===== src/rtl/ledfault_pkg.sv =====
package ledfault_pkg;
  typedef enum logic [2:0] {
    ST_IDLE,
    ST_ARMED,
    ST_SETTLE,
    ST_SAMPLE,
    ST_DONE
  } seq_state_t;

  typedef enum logic {
    KIND_OPEN,
    KIND_SHORT
  } fault_kind_t;

  localparam logic [1:0] MODE_OFF   = 2'b00;
  localparam logic [1:0] MODE_SHORT = 2'b10;
endpackage


===== src/rtl/lf_arm_detect.sv =====
module lf_arm_detect
  import ledfault_pkg::*;
(
  input  logic        clk,
  input  logic        rst,
  input  logic [1:0]  mode_i,
  output logic        arm_o,
  output fault_kind_t kind_o
);
  logic [1:0] mode_q;
  logic       leaves_off;

  // A pass starts only when the field leaves the off code
  assign leaves_off = (mode_q == MODE_OFF) && (mode_i != MODE_OFF);

  always_ff @(posedge clk) begin
    if (rst) begin
      mode_q <= MODE_OFF;
      arm_o  <= 1'b0;
      kind_o <= KIND_OPEN;
    end else begin
      mode_q <= mode_i;
      arm_o  <= leaves_off;
      if (leaves_off)
        kind_o <= (mode_i == MODE_SHORT) ? KIND_SHORT : KIND_OPEN;
    end
  end
endmodule


===== src/rtl/lf_frame_seq.sv =====
module lf_frame_seq
  import ledfault_pkg::*;
#(
  parameter int SINKS = 16,
  parameter int ROW_W = 4
) (
  input  logic             clk,
  input  logic             rst,
  input  logic             arm_i,
  input  fault_kind_t      kind_i,
  input  logic             nine_row_i,
  input  logic [ROW_W-1:0] row_idx_i,
  input  logic             frame_i,
  input  logic [SINKS-1:0] open_flags_i,
  input  logic [SINKS-1:0] short_flags_i,
  output logic             clr_o,
  output logic             we_o,
  output logic [ROW_W-1:0] waddr_o,
  output logic [SINKS-1:0] wdata_o,
  output logic             done_o
);
  localparam logic [SINKS-1:0] TOP_SINK = {1'b1, {(SINKS-1){1'b0}}};

  seq_state_t       state_q;
  logic [ROW_W-1:0] hold_row_q;
  logic [SINKS-1:0] hold_flags_q;
  logic [SINKS-1:0] keep_mask;
  logic [SINKS-1:0] flags_sel;
  logic             capture;
  logic             commit;

  assign keep_mask = nine_row_i ? ~TOP_SINK : '1;
  assign flags_sel = ((kind_i == KIND_SHORT) ? short_flags_i : open_flags_i) & keep_mask;

  // Keep the newest word of the current row. The strobe cycle that opens
  // the sampled frame is row 0 of that frame.
  assign capture = ((state_q == ST_SAMPLE) && !frame_i) ||
                   ((state_q == ST_SETTLE) && frame_i);

  // Write the held word back when its row ends (row change or next frame)
  assign commit = (state_q == ST_SAMPLE) && !arm_i &&
                  (frame_i || (row_idx_i != hold_row_q));

  assign clr_o   = arm_i;
  assign we_o    = commit;
  assign waddr_o = hold_row_q;
  assign wdata_o = hold_flags_q;

  always_ff @(posedge clk) begin
    if (rst) begin
      state_q <= ST_IDLE;
      done_o  <= 1'b0;
    end else if (arm_i) begin
      state_q <= ST_ARMED;
      done_o  <= 1'b0;
    end else begin
      case (state_q)
        ST_ARMED:  if (frame_i) state_q <= ST_SETTLE;
        ST_SETTLE: if (frame_i) state_q <= ST_SAMPLE;
        ST_SAMPLE: if (frame_i) begin
          state_q <= ST_DONE;
          done_o  <= 1'b1;
        end
        default:   state_q <= state_q;
      endcase
    end
  end

  always_ff @(posedge clk) begin
    if (rst) begin
      hold_row_q   <= '0;
      hold_flags_q <= '0;
    end else if (capture) begin
      hold_row_q   <= row_idx_i;
      hold_flags_q <= flags_sel;
    end
  end
endmodule


===== src/rtl/lf_status_bank.sv =====
module lf_status_bank #(
  parameter int SINKS  = 16,
  parameter int ROWS   = 9,
  parameter int ROW_W  = 4,
  parameter int ADDR_W = 5
) (
  input  logic              clk,
  input  logic              rst,
  input  logic              clr_i,
  input  logic              we_i,
  input  logic [ROW_W-1:0]  waddr_i,
  input  logic [SINKS-1:0]  wdata_i,
  input  logic [ADDR_W-1:0] raddr_i,
  output logic [7:0]        rdata_o
);
  localparam int BPR   = (SINKS + 7) / 8;
  localparam int BYTES = ROWS * BPR;
  localparam int SEL_W = (BPR > 1) ? $clog2(BPR) : 1;

  logic [SINKS-1:0] mem [ROWS];
  logic [ROWS-1:0]  valid_q;
  logic [SINKS-1:0] word_q;
  logic             hit_q;
  logic [SEL_W-1:0] sel_q;
  logic             in_range;
  logic [ROW_W-1:0] rrow;
  logic [SEL_W-1:0] sel_next;
  logic [BPR*8-1:0] padded;

  // Payload array: no reset and one write port, so block RAM can be used
  always_ff @(posedge clk) begin
    if (we_i && (32'(waddr_i) < ROWS))
      mem[waddr_i] <= wdata_i;
  end

  // Per-row valid bits give a one-cycle clear of the whole bank
  for (genvar g = 0; g < ROWS; g++) begin : g_valid
    always_ff @(posedge clk) begin
      if (rst || clr_i)
        valid_q[g] <= 1'b0;
      else if (we_i && (waddr_i == ROW_W'(g)))
        valid_q[g] <= 1'b1;
    end
  end

  always_comb begin
    int sub;
    in_range = 32'(raddr_i) < BYTES;
    rrow     = in_range ? ROW_W'(32'(raddr_i) / BPR) : '0;
    sub      = 32'(raddr_i) % BPR;
    sel_next = SEL_W'(BPR - 1 - sub);
  end

  always_ff @(posedge clk) begin
    word_q <= mem[rrow];
  end

  always_ff @(posedge clk) begin
    if (rst) begin
      hit_q <= 1'b0;
      sel_q <= '0;
    end else begin
      hit_q <= in_range && valid_q[rrow];
      sel_q <= sel_next;
    end
  end

  assign padded  = (BPR*8)'(word_q);
  assign rdata_o = hit_q ? padded[sel_q*8 +: 8] : 8'h00;
endmodule


===== src/rtl/led_fault_scan.sv =====
module led_fault_scan
  import ledfault_pkg::*;
#(
  parameter int SINKS  = 16,
  parameter int ROWS   = 9,
  parameter int ROW_W  = $clog2(ROWS),
  parameter int ADDR_W = $clog2(ROWS * ((SINKS + 7) / 8))
) (
  input  logic              clk,
  input  logic              rst,
  input  logic [1:0]        mode_i,
  input  logic              nine_row_i,
  input  logic [ROW_W-1:0]  row_idx_i,
  input  logic              frame_i,
  input  logic [SINKS-1:0]  open_flags_i,
  input  logic [SINKS-1:0]  short_flags_i,
  input  logic [ADDR_W-1:0] rd_addr_i,
  output logic [7:0]        rd_data_o,
  output logic              done_o
);
  localparam int BYTES = ROWS * ((SINKS + 7) / 8);

  logic             arm;
  fault_kind_t      kind;
  logic             clr;
  logic             we;
  logic [ROW_W-1:0] waddr;
  logic [SINKS-1:0] wdata;

  lf_arm_detect u_arm (
    .clk    (clk),
    .rst    (rst),
    .mode_i (mode_i),
    .arm_o  (arm),
    .kind_o (kind)
  );

  lf_frame_seq #(.SINKS(SINKS), .ROW_W(ROW_W)) u_seq (
    .clk           (clk),
    .rst           (rst),
    .arm_i         (arm),
    .kind_i        (kind),
    .nine_row_i    (nine_row_i),
    .row_idx_i     (row_idx_i),
    .frame_i       (frame_i),
    .open_flags_i  (open_flags_i),
    .short_flags_i (short_flags_i),
    .clr_o         (clr),
    .we_o          (we),
    .waddr_o       (waddr),
    .wdata_o       (wdata),
    .done_o        (done_o)
  );

  lf_status_bank #(
    .SINKS(SINKS), .ROWS(ROWS), .ROW_W(ROW_W), .ADDR_W(ADDR_W)
  ) u_bank (
    .clk     (clk),
    .rst     (rst),
    .clr_i   (clr),
    .we_i    (we),
    .waddr_i (waddr),
    .wdata_i (wdata),
    .raddr_i (rd_addr_i),
    .rdata_o (rd_data_o)
  );

  initial begin
    if (BYTES > (1 << ADDR_W)) $error("read address too narrow");
  end
endmodule


===== config.mk =====
export PLATFORM = sky130hd
export DESIGN_NAME = led_fault_scan
export DESIGN_NICKNAME = d
export VERILOG_FILES = /design/src/rtl/ledfault_pkg.sv /design/src/rtl/lf_arm_detect.sv /design/src/rtl/lf_frame_seq.sv /design/src/rtl/lf_status_bank.sv /design/src/rtl/led_fault_scan.sv
export SDC_FILE = /design/constraint.sdc
export NUM_CORES = 1
export LEC_CHECK = 0
export BUFFER_PORTS_ARGS = -buffer_cell sky130_fd_sc_hd__buf_2
export CAP_MARGIN = 0
export CELL_PAD_IN_SITES_DETAIL_PLACEMENT = 0
export CELL_PAD_IN_SITES_GLOBAL_PLACEMENT = 1
export CORE_ASPECT_RATIO = 1.75
export CORE_MARGIN = 2
export CORE_UTILIZATION = 50
export DETAILED_ROUTE_END_ITERATION = 6
export PLACE_DENSITY = 0.9
export SYNTH_ARGS = -nofsm -noshare
export SYNTH_HDL_FRONTEND = slang
export SYNTH_HIERARCHICAL = 1
export SYNTH_SLANG_ARGS = --single-unit
export TNS_END_PERCENT = 50

===== constraint.sdc =====
create_clock -name clk -period 4.5 [get_ports clk]
set_clock_uncertainty 0.15 [all_clocks]
set_input_delay 0.675 -clock clk [delete_from_list [all_inputs] [get_ports clk]]
set_output_delay 0.675 -clock clk [all_outputs]
set_load 0.1 [all_outputs]

==> summary.txt, run 1 <==
Critical path
  • WP depth: 6
  • Most used cell, CP: nor2_1
  • CP startpoint: u_seq/waddr_o[1]
  • Crit-path max cell delay: approximately 0.69 ns
  • Req. time, crit path: 4.47 ns
  • CP cell instances: xor2_1, nor2_1, a2111oi_0, nand3b_1, nor2_1, buf_4
  • R2R Setup Slk: 1.51 ns
  • WS Path Type: flip-flop to flip-flop
  • Setup crit start kind: flip-flop
  • Worst r2r path cells: 6
  • Worst r2r dst: u_bank/mem[6][10]
  • Critical path arrival: 2.97 ns
  • Worst setup EP type: flip-flop
  • Crit path capture: u_bank/mem[6][10]
  • CP top delay family: simple AND/OR/NAND/NOR gates
  • Reg2reg start: u_seq/waddr_o[1]
  • Crit Path Max Fanout: 11
  • Crit-path slowest cell: a2111oi_0
  • Worst Path Buf+Inv: 1

Layout
  • Multi-input logic area: 2200 um^2
  • Final #Nets: 613
  • # diodes: 0
  • Fillers: between 1000 and 1500
  • Share of layout cells above drive strength 1: between 20% and 30%
  • Final core utilization: 56.9%
  • Sequential cell area: ~5400 um^2
  • Area Overhead vs Synth: 11.7%

Yosys
  • Post-synthesis instance total: ~500
  • Post-synthesis sequential area ratio: about 69%
  • List of most frequent post-synthesis cells: edfxtp_1 (144), dfxtp_1 (55), a21oi_1 (52)
  • Top-area cell type share of the netlist area: between 50% and 60%
  • Top FF cell, synth: edfxtp_1
  • Top post-synthesis cells by area: edfxtp_1 (55%), dfxtp_1 (14%), mux2i_1 (5.2%), mux4_2 (3.7%), a21oi_1 (3.3%)
  • Count leader, synth: edfxtp_1
  • Synth Net Count: 560
  • Flop and latch count out of synthesis: roughly 200
  • Synth warn: 6
  • EDFF count, synth: 144
  • Mapped cell area: between 7000 and 8000 um^2
  • Yosys top cell by area: edfxtp_1
  • Netlist cell types: 48
  • Syn avg cell area: about 15 um^2
  • Asr flop ratio synth: 0%

Placed design
  • GPL Wtd Cong: approximately 0.76
  • Port bufs: 55
  • HPWL Detailed: between 10000 and 15000 um

Outcome
  • Status: finished, final reports clean

Floorplan
  • Std cell rows: 60
  • Height of the die: roughly 170 um
  • Initial Utilization: around 51%
  • Core Area: between 15000 and 20000 um^2
  • Die width: around 99 um
  • I/O pin count: 56
  • Die area: 16700 um^2

Global routing
  • Initial antenna violation count: 0
  • Vias in the first global route: between 4000 and 5000
  • Global-route wire length before repair: 24300 um
  • Global Route Usage Sum: between 15 and 20%
  • Largest net degree at the start of global routing: between 40 and 50
  • Grt total ovfl: 0

Detailed routing
  • Via count: approximately 4500
  • # DRC: 0
  • Vias per cell: a little under 6
  • Per-cell routed wire length: ~20 um
  • DRC marker count from the first detailed-route iteration: around 280
  • Antenna Nets Post-Route: 0
  • Total wire length: roughly 15000 um
  • Pre-antenna DRT Iters: 5

Power and ir drop
  • Sequential power share: between 50% and 60%
  • PwrDens: ~400 nW/um^2
  • Clk pwr share: a little under two fifths
  • Worst VDD drop: ~0.35 mV
  • Switching Fraction: 21.6%
  • Power Internal: approximately 2.8 mW
  • Gate power share: 5.4%
  • Tot Pwr: 3.51 mW
  • Static leakage: 2.92 nW
  • Sw Pwr: roughly 760 uW

Clocking
  • Post-CTS Setup Inserts: 0
  • Worst skew pair latency: ~0.43 ns
  • Worst-path clk slew: roughly 0.070 ns
  • Inserted Clock Buffers: 17
  • CTS tree: yes
  • Max Buffers Root-to-Sink: 2
  • Post-cts resize count: 0
  • CTS root buffer: clkbuf_16
  • CTS sink cnt: a little under 200
  • Cts hold-fix bufs: 0
  • H-tree depth: 4

Run
  • Max-cap violations: 0

Timing
  • Final min period: between 2 and 3 ns
  • Slew HR: about a third
  • Peak Freq: 0.334 GHz
  • RSZ-0062 raised after global routing: false
  • Final hold vios: 0
  • Max Slew Vio Count: 0
  • Setup TNS: 0 ns
  • Slew @ Worst Pin: ~1 ns
  • Fin crit share: 66.5%
  • Final setup fails: 0

Hold path
  • Hold Path Stages: 2
  • HP Class: input port to flip-flop
cell type report:
cell class / instances / share of cell area (%)
clock inverters: 12 / 0.900
clock buffers: 20 / 4.99
inverters: 4 / 0.171
multi-input cells: 276 / 25.1
well taps: 186 / 2.66
flip-flops and latches: 199 / 62.0
repair buffers: 68 / 4.26
state kept, by name (all words and copies together) (netlist names):
register / flops
u_bank/mem: 144
u_bank/padded: 16
u_seq/wdata_o: 16
u_bank/valid_q: 9
u_seq/waddr_o: 4
u_seq/state_q: 3
u_arm/mode_q: 2
u_arm/arm_o: 1
u_arm/kind_o: 1
u_bank/hit_q: 1
u_bank/sel_q: 1
u_seq/done_o: 1
metal layers:
metal | global-route usage [%] | up-vias | routed length, um
li1 | - | 2106 | -
met1 | 22.4 | 2195 | 5540
met2 | 32.9 | 198 | 8150
met3 | 4.78 | 36 | 1180
met4 | 9.47 | 0 | 468
met5 | 0 | - | 0
through the flow:
stage                     instances  area, um^2  hold WS [ns]  setup slack [ns]
after CTS                       765        8760         0.234              1.50
after detailed placement        733        8240         0.304              1.22
after floorplan                 513        7840         0.263             0.735
after global placement          733        8240         0.281              1.35
after global routing            765        8760         0.245              1.28
final                           765        8760         0.244              1.51
how the worst min path moves through the flow:
stage / startpoint / to / slack, ns
final: rd_addr_i[0] / u_bank/sel_q / 0.24
after detailed placement: u_bank/valid_q[8] / u_bank/valid_q[8] / 0.30
after floorplan: u_arm/mode_q[1] / u_arm/arm_o / 0.26
after global routing: rd_addr_i[0] / u_bank/sel_q / 0.24
after global placement: u_arm/mode_q[1] / u_arm/arm_o / 0.28
after CTS: rd_addr_i[0] / u_bank/sel_q / 0.23
cell usage in the layout (no fill, tap or decap), types with 3 or more instances in the layout:
master,netlist,layout
nand2b_1,9,9
clkinv_4,0,3
buf_4,5,13
buf_2,13,55
mux2_2,5,5
a31oi_1,3,3
o21a_1,9,9
edfxtp_1,144,144
nor3_2,1,3
a21o_1,3,3
nand2_1,16,16
clkinv_1,0,3
o21ai_0,6,6
a21oi_1,52,52
a211oi_1,18,18
o22ai_1,12,12
o221a_2,12,12
nor2b_1,13,13
clkbuf_1,8,3
inv_1,4,4
o2bb2ai_1,3,3
nand3b_1,5,5
nor2_1,15,15
mux2i_1,41,41
clkbuf_16,0,17
nor3_1,9,7
dfxtp_1,55,55
mux4_2,13,13
nand3_1,5,5
xor2_1,5,5
cell families (layout without fill, tap and decap cells):
family | after synthesis | count (layout) | share of synthesized area [%]
DFF | 199 | 199 | 69.2
AOI/OAI and AO/OA | 128 | 128 | 11.1
buffers and inverters | 38 | 104 | 3.00
xor gates and xnor gates | 7 | 7 | 1.26
muxes | 59 | 59 | 9.69
and+or+nand+nor | 82 | 82 | 5.71
power groups by stage:
stage,clock network [mW],registers [mW],logic (mW)
final,1.33,2.00,0.188
after CTS,1.34,2.00,0.189
after detailed placement,0,2.04,0.188
after global routing,1.42,2.00,0.207
after global placement,0,2.04,0.184
after floorplan,0,2.02,0.155
No activity file was read; power rests on OpenSTA's default activity.
==> run 2: changes to the inputs <==
--- a/config.mk
+++ b/config.mk
@@ -5,15 +5,16 @@
 export SDC_FILE = /design/constraint.sdc
 export NUM_CORES = 1
 export LEC_CHECK = 0
+export ABC_AREA = 1
 export BUFFER_PORTS_ARGS = -buffer_cell sky130_fd_sc_hd__buf_2
 export CAP_MARGIN = 0
 export CELL_PAD_IN_SITES_DETAIL_PLACEMENT = 0
 export CELL_PAD_IN_SITES_GLOBAL_PLACEMENT = 1
 export CORE_ASPECT_RATIO = 1.75
 export CORE_MARGIN = 2
-export CORE_UTILIZATION = 50
+export CORE_UTILIZATION = 48
 export DETAILED_ROUTE_END_ITERATION = 6
-export PLACE_DENSITY = 0.9
+export PLACE_DENSITY = 0.91
 export SYNTH_ARGS = -nofsm -noshare
 export SYNTH_HDL_FRONTEND = slang
 export SYNTH_HIERARCHICAL = 1
==> constraint.sdc (replaced) <==
create_clock -name clk -period 3.1 [get_ports clk]
set_clock_uncertainty 0.15 [all_clocks]
set_input_delay 0.465 -clock clk [delete_from_list [all_inputs] [get_ports clk]]
set_output_delay 0.465 -clock clk [all_outputs]
set_load 0.1 [all_outputs]
==> run 2 against run 1 <==
  * Via count up 31%
  * Utilization fell by 2.1 points
  * Non-clock buffer count grew 7
  * Register-to-register slack got worse by 0.69 ns
  * Final cell count grew 46%
  * Worst hold slack got worse by 0.22 ns
  * Die area increased by 14%
  * Critical path type unchanged
  * Largest cell class unchanged
==> summary.txt, run 2 <==
Layout
  • # diodes: 0
  • Sequential cell area: 5430 um^2
  • Multi-input logic area: between 2000 and 3000 um^2
  • Final core utilization: a little over half
  • Finished Cell Area: around 9600 um^2
  • Most frequent cells in the layout: edfxtp_1 (144), nand2_1 (129), nand3_1 (93)
  • Fillers: 1493
  • Most common cell after layout, fill and taps aside: edfxtp_1
  • Final #Nets: a little over 900
  • Share of layout cells above drive strength 1: 16.4%
  • Area Overhead vs Synth: 12.0%
  • Largest Register: u_bank/mem
  • Largest register FFs: about 140

Clocking
  • Post-CTS Setup Inserts: 0
  • Inserted Clock Buffers: 17
  • CTS tree: yes
  • CTS sink cnt: between 150 and 200
  • Max Buffers Root-to-Sink: 2
  • Worst skew pair latency: approximately 0.44 ns
  • Worst-path clk slew: 0.08 ns
  • CTS root buffer: clkbuf_16
  • Cts hold-fix bufs: 0
  • Post-cts resize count: 0
  • H-tree depth: 4

Yosys
  • Yosys top cell by area: edfxtp_1
  • Top-area cell type share of the netlist area: between 50 and 60%
  • List of most frequent post-synthesis cells: edfxtp_1 (144), nand2_1 (129), nand3_1 (93)
  • Flop and latch count out of synthesis: 199
  • Asr flop ratio synth: 0%
  • Synth Net Count: 869
  • Mapped cell area: approximately 8600 um^2
  • Post-synthesis instance total: ~800
  • Syn avg cell area: 10.4 um^2
  • EDFF count, synth: approximately 140
  • Synth warn: 6
  • Top post-synthesis cells by area: edfxtp_1 (50%), dfxtp_1 (13%), nand2_1 (5.6%), nand3_1 (5.4%), inv_1 (4.0%)
  • Count leader, synth: edfxtp_1
  • Post-synthesis sequential area ratio: 63.2%
  • Netlist cell types: 30
  • Top FF cell, synth: edfxtp_1

Timing
  • Slew HR: between 40% and 50%
  • Final hold vios: 0
  • Max Slew Vio Count: 0
  • Final min period: roughly 2.3 ns
  • Setup TNS: 0 ns
  • Slew @ Worst Pin: between 0.8 and 0.9 ns
  • Worst hold margin: 0.0258 ns
  • RSZ-0062 raised after global routing: false
  • Peak Freq: 0.438 GHz
  • Fin crit share: 73.6%
  • Final setup fails: 0

Detailed routing
  • Total wire length: between 15000 and 20000 um
  • Pre-antenna DRT Iters: 5
  • DRC marker count from the first detailed-route iteration: around 570
  • # DRC: 0
  • Via count: a little under 6000
  • Vias per cell: 5.33
  • Antenna Nets Post-Route: 0
  • Per-cell routed wire length: 16.8 um

Floorplan
  • Height of the die: around 180 um
  • Initial Utilization: 49.0%
  • Die area: 19000 um^2
  • I/O pin count: between 50 and 60
  • Std cell rows: between 60 and 70
  • Die width: 105 um
  • Core Area: between 15000 and 20000 um^2

Critical path
  • Worst setup EP type: flip-flop
  • Req. time, crit path: a little over 3 ns
  • Worst r2r path cells: 8
  • Setup crit start kind: flip-flop
  • Critical path arrival: 2.26 ns
  • WS Path Type: flip-flop to flip-flop
  • Crit Path Max Fanout: 13

Power and ir drop
  • Static leakage: between 4 and 5 nW
  • PwrDens: between 500 and 600 nW/um^2
  • Worst VDD drop: about 0.41 mV

Placed design
  • Dpl cell area: approximately 9100 um^2
  • GPL Wtd Cong: 0.806
  • Port bufs: 55
  • HPWL Detailed: around 12000 um

Outcome
  • Status: finished, final reports clean

Global routing
  • Largest net degree at the start of global routing: 42
  • Vias in the first global route: 5808
  • Grt total ovfl: 0
  • Initial antenna violation count: 0
  • Global Route Usage Sum: between 20 and 25%
  • Global-route wire length before repair: ~30000 um

Hold path
  • HP Class: input port to flip-flop
  • Hold Path Stages: 2

Run
  • Max-cap violations: 0
==> run 2: changes by cell type in the layout (fill, tap and decap cells not counted), moves of 32 or more <==
cell,previous run,this run
nand2_1,16,129
inv_1,4,92
mux2i_1,41,0
nor2_1,15,75
nand3_1,5,93
o21bai_1,0,32
o211ai_1,1,34
==> run 2: layer usage <==
metal / part of all wire (%) / global-route usage (%) / up-vias
met5: 0 / 0 / -
met4: 2.7 / 9.33 / 0
met3: 5.7 / 3.93 / 37
met2: 53 / 35.7 / 210
met1: 39 / 24.4 / 2799
li1: - / - / 2892
==> run 2: metrics by stage <==
step                      cells  setup slack (ns)  total power, mW
final                      1114             0.819             5.35
after detailed placement   1082             0.706             3.30
after floorplan             822             0.216             3.19
after global routing       1114             0.620             5.54
after global placement     1082             0.764             3.30
after CTS                  1114             0.785             5.38
==> run 2: cells by family after synthesis <==
logic type	synth area share [%]
and+or+nand+nor	20.8
DFF	63.2
buffers and inverters	7.20
AOI/OAI and AO/OA	8.77
==> run 2: layout make-up <==
cell class,count,area share [%]
flip-flops and latches,199,56.4
inverters,97,3.79
clock inverters,14,1.38
multi-input cells,480,26.5
repair buffers,75,4.43
well taps,231,3.01
clock buffers,18,4.46
==> run 2: critical path, cell delays in order (launching register included) <==
cell     delay, ns
dfxtp_1       0.38
inv_1         0.09
or2_2         0.27
nand3_1       0.08
nor2_1        0.05
nor2_1        0.19
nand3_1       0.13
nor2_1        0.32
buf_4         0.30
==> run 2: report_power, final <==
part	switching [mW]	total, mW	internal [mW]
Sequential	0.0402	2.91	2.87
Combinational	0.217	0.334	0.117
Clock	1.04	2.11	1.06
Total	1.30	5.35	4.05
==> run 2: final timing paths <==
check,from,endpoint,slack [ns]
worst max-delay path,u_seq/waddr_o[2],u_bank/mem[5][2],0.82
worst min-delay path,rd_addr_i[0],u_bank/sel_q,0.03
worst max register to register,u_seq/waddr_o[2],u_bank/mem[5][2],0.82
worst min register to register,u_bank/mem[8][3],u_bank/padded[3],0.29
==> run 3: changes to the inputs <==
==> constraint.sdc (replaced) <==
create_clock -name clk -period 2.1 [get_ports clk]
set_clock_uncertainty 0.15 [all_clocks]
set_input_delay 0.315 -clock clk [delete_from_list [all_inputs] [get_ports clk]]
set_output_delay 0.315 -clock clk [all_outputs]
set_load 0.1 [all_outputs]
==> run 3 against run 2 <==
  * Utilization up 2.1 points
  * Critical path depth unchanged
  * Cell area increased by 3.9%
  * Worst hold slack better by 0.0011 ns
  * Register-to-register slack got worse by 0.74 ns
  * Critical path type unchanged
  * Largest power group unchanged
==> summary.txt, run 3 (synthesized netlist as in run 2, its figures left out) <==
Outcome
  • Status: finished, final reports clean

Detailed routing
  • DRC marker count from the first detailed-route iteration: 562
  • # DRC: 0
  • Antenna Nets Post-Route: 0
  • Pre-antenna DRT Iters: 6
  • Per-cell routed wire length: ~16 um
  • Via count: roughly 5900
  • Total wire length: 18500 um
  • Vias per cell: about 5.2

Clocking
  • Worst-path clk slew: around 0.070 ns
  • H-tree depth: 4
  • CTS root buffer: clkbuf_16
  • Inserted Clock Buffers: 17
  • Max Buffers Root-to-Sink: 2
  • CTS tree: yes
  • CTS sink cnt: 199
  • Worst skew pair latency: between 0.4 and 0.5 ns

Timing
  • Final hold vios: 0
  • Fin crit share: 96.0%
  • Max Slew Vio Count: 0
  • Final setup fails: 0
  • Slew @ Worst Pin: approximately 0.54 ns
  • Slew HR: between 60 and 70%
  • Final min period: a little over 2 ns
  • Peak Freq: around 0.5 GHz
  • Worst hold margin: 0.0269 ns

Power and ir drop
  • Static leakage: around 4.2 nW
  • PwrDens: just under 800 nW/um^2
  • Worst VDD drop: 0.557 mV
  • Tot Pwr: around 7.9 mW

Global routing
  • Global Route Usage Sum: about a fifth
  • Vias in the first global route: a little under 6000
  • Largest net degree at the start of global routing: 42
  • Initial antenna violation count: 0
  • GRT met3 Usage: 3.50%
  • Grt total ovfl: 0
  • GRT Max-Usage Layer: met2
  • Global-route wire length before repair: 29800 um
  • Met1 usage: between 20% and 30%
  • Met2 usage: 36.9%

Layout
  • Finished Cell Area: between 9000 and 10000 um^2
  • Share of layout cells above drive strength 1: a little under a fifth
  • Most frequent cells in the layout: edfxtp_1 (144), nand2_1 (128), nand3_1 (92)
  • # diodes: 0
  • Final #Nets: between 900 and 1000
  • Final cell count without fillers: 1127
  • Area Overhead vs Synth: 16.3%
  • Final core utilization: 57.0%
  • Most common cell after layout, fill and taps aside: edfxtp_1
  • Largest Register: u_bank/mem
  • Largest register FFs: 144

Floorplan
  • Core Area: between 15000 and 20000 um^2
  • Height of the die: between 150 and 200 um
  • Initial Utilization: about 50%
  • Std cell rows: 64
  • Die width: roughly 110 um
  • Die area: between 15000 and 20000 um^2
  • I/O pin count: 56

Critical path
  • Req. time, crit path: 2.09 ns
  • CP startpoint: u_seq/waddr_o[0]
  • Critical path arrival: 2.01 ns
  • R2R Setup Slk: roughly 0.083 ns
  • Reg2reg start: u_seq/waddr_o[0]
  • Worst r2r dst: u_bank/mem[8][9]
  • Setup crit start kind: flip-flop
  • Worst r2r path cells: 8
  • WS Path Type: flip-flop to flip-flop
  • Worst setup EP type: flip-flop
  • Crit Path Max Fanout: 8

Hold path
  • Min-delay src: row_idx_i[0]
  • Hold Path End: u_seq/waddr_o[0]
  • HP Class: input port to flip-flop
  • Hold Path Stages: 3

Placed design
  • HPWL Detailed: around 12000 um
  • Dpl cell area: slightly above 9000 um^2
  • Port bufs: between 50 and 60
  • GPL Wtd Cong: a little under 0.8
  • Placed Cells: 1086

Run
  • Max-cap violations: 0
-- run 3: layout make-up --
cell class              count  area, um^2
inverters                  97         364
well taps                 231         289
multi-input cells         480        2590
clock inverters            10        93.8
clock buffers              22         465
flip-flops and latches    199        5430
repair buffers             88         753
fillers                  1450        7550
-- run 3: how the worst max path moves through the flow --
stage	end	slack, ns	cells past startpoint
2_1_floorplan	rd_data_o[1]	-0.18	3
3_3_place_gp	u_bank/mem[8][12]	0.11	8
3_5_place_dp	u_bank/mem[8][7]	0.10	8
4_1_cts	rd_data_o[0]	0.002	4
5_1_grt	u_bank/mem[8][13]	-0.02	9
6_report	u_bank/mem[8][9]	0.08	8
-- run 3: worst max-delay path: stages (launching register included) --
cell,delay [ns]
dfxtp_4,0.35
inv_2,0.04
or2_2,0.27
nand3_2,0.06
nor2_1,0.05
nor2_2,0.13
nand2_2,0.11
nor3_4,0.35
clkbuf_16,0.23
-- run 3: timing repair --
item,4_1_cts,5_1_grt
setup endpoints to repair,2,82
cloned,0,1
hold buffers,6,0
pin swaps,0,2
resized for setup,2,12
setup buffers,0,5
hold endpoints to repair,6,0
-- run 3: metrics by stage --
step | setup TNS, ns | worst slack, ns
after floorplan | -1.26 | -0.180
final | 0 | 0.0834
after detailed placement | 0 | 0.104
after global routing | -0.131 | -0.0208
after CTS | 0 | 0.00196
after global placement | 0 | 0.114
-- run 3: where the power goes --
group / internal, mW / total [mW] / switching (mW)
sequential: 4.24 / 4.28 / 0.0494
clock: 1.71 / 3.07 / 1.36
combinational: 0.200 / 0.535 / 0.336
-- run 3: metal layers --
metal | wire length (um) | up-vias
met5 | 0 | -
met4 | 370 | 0
met3 | 948 | 31
met2 | 10000 | 198
met1 | 7160 | 2753
li1 | - | 2914
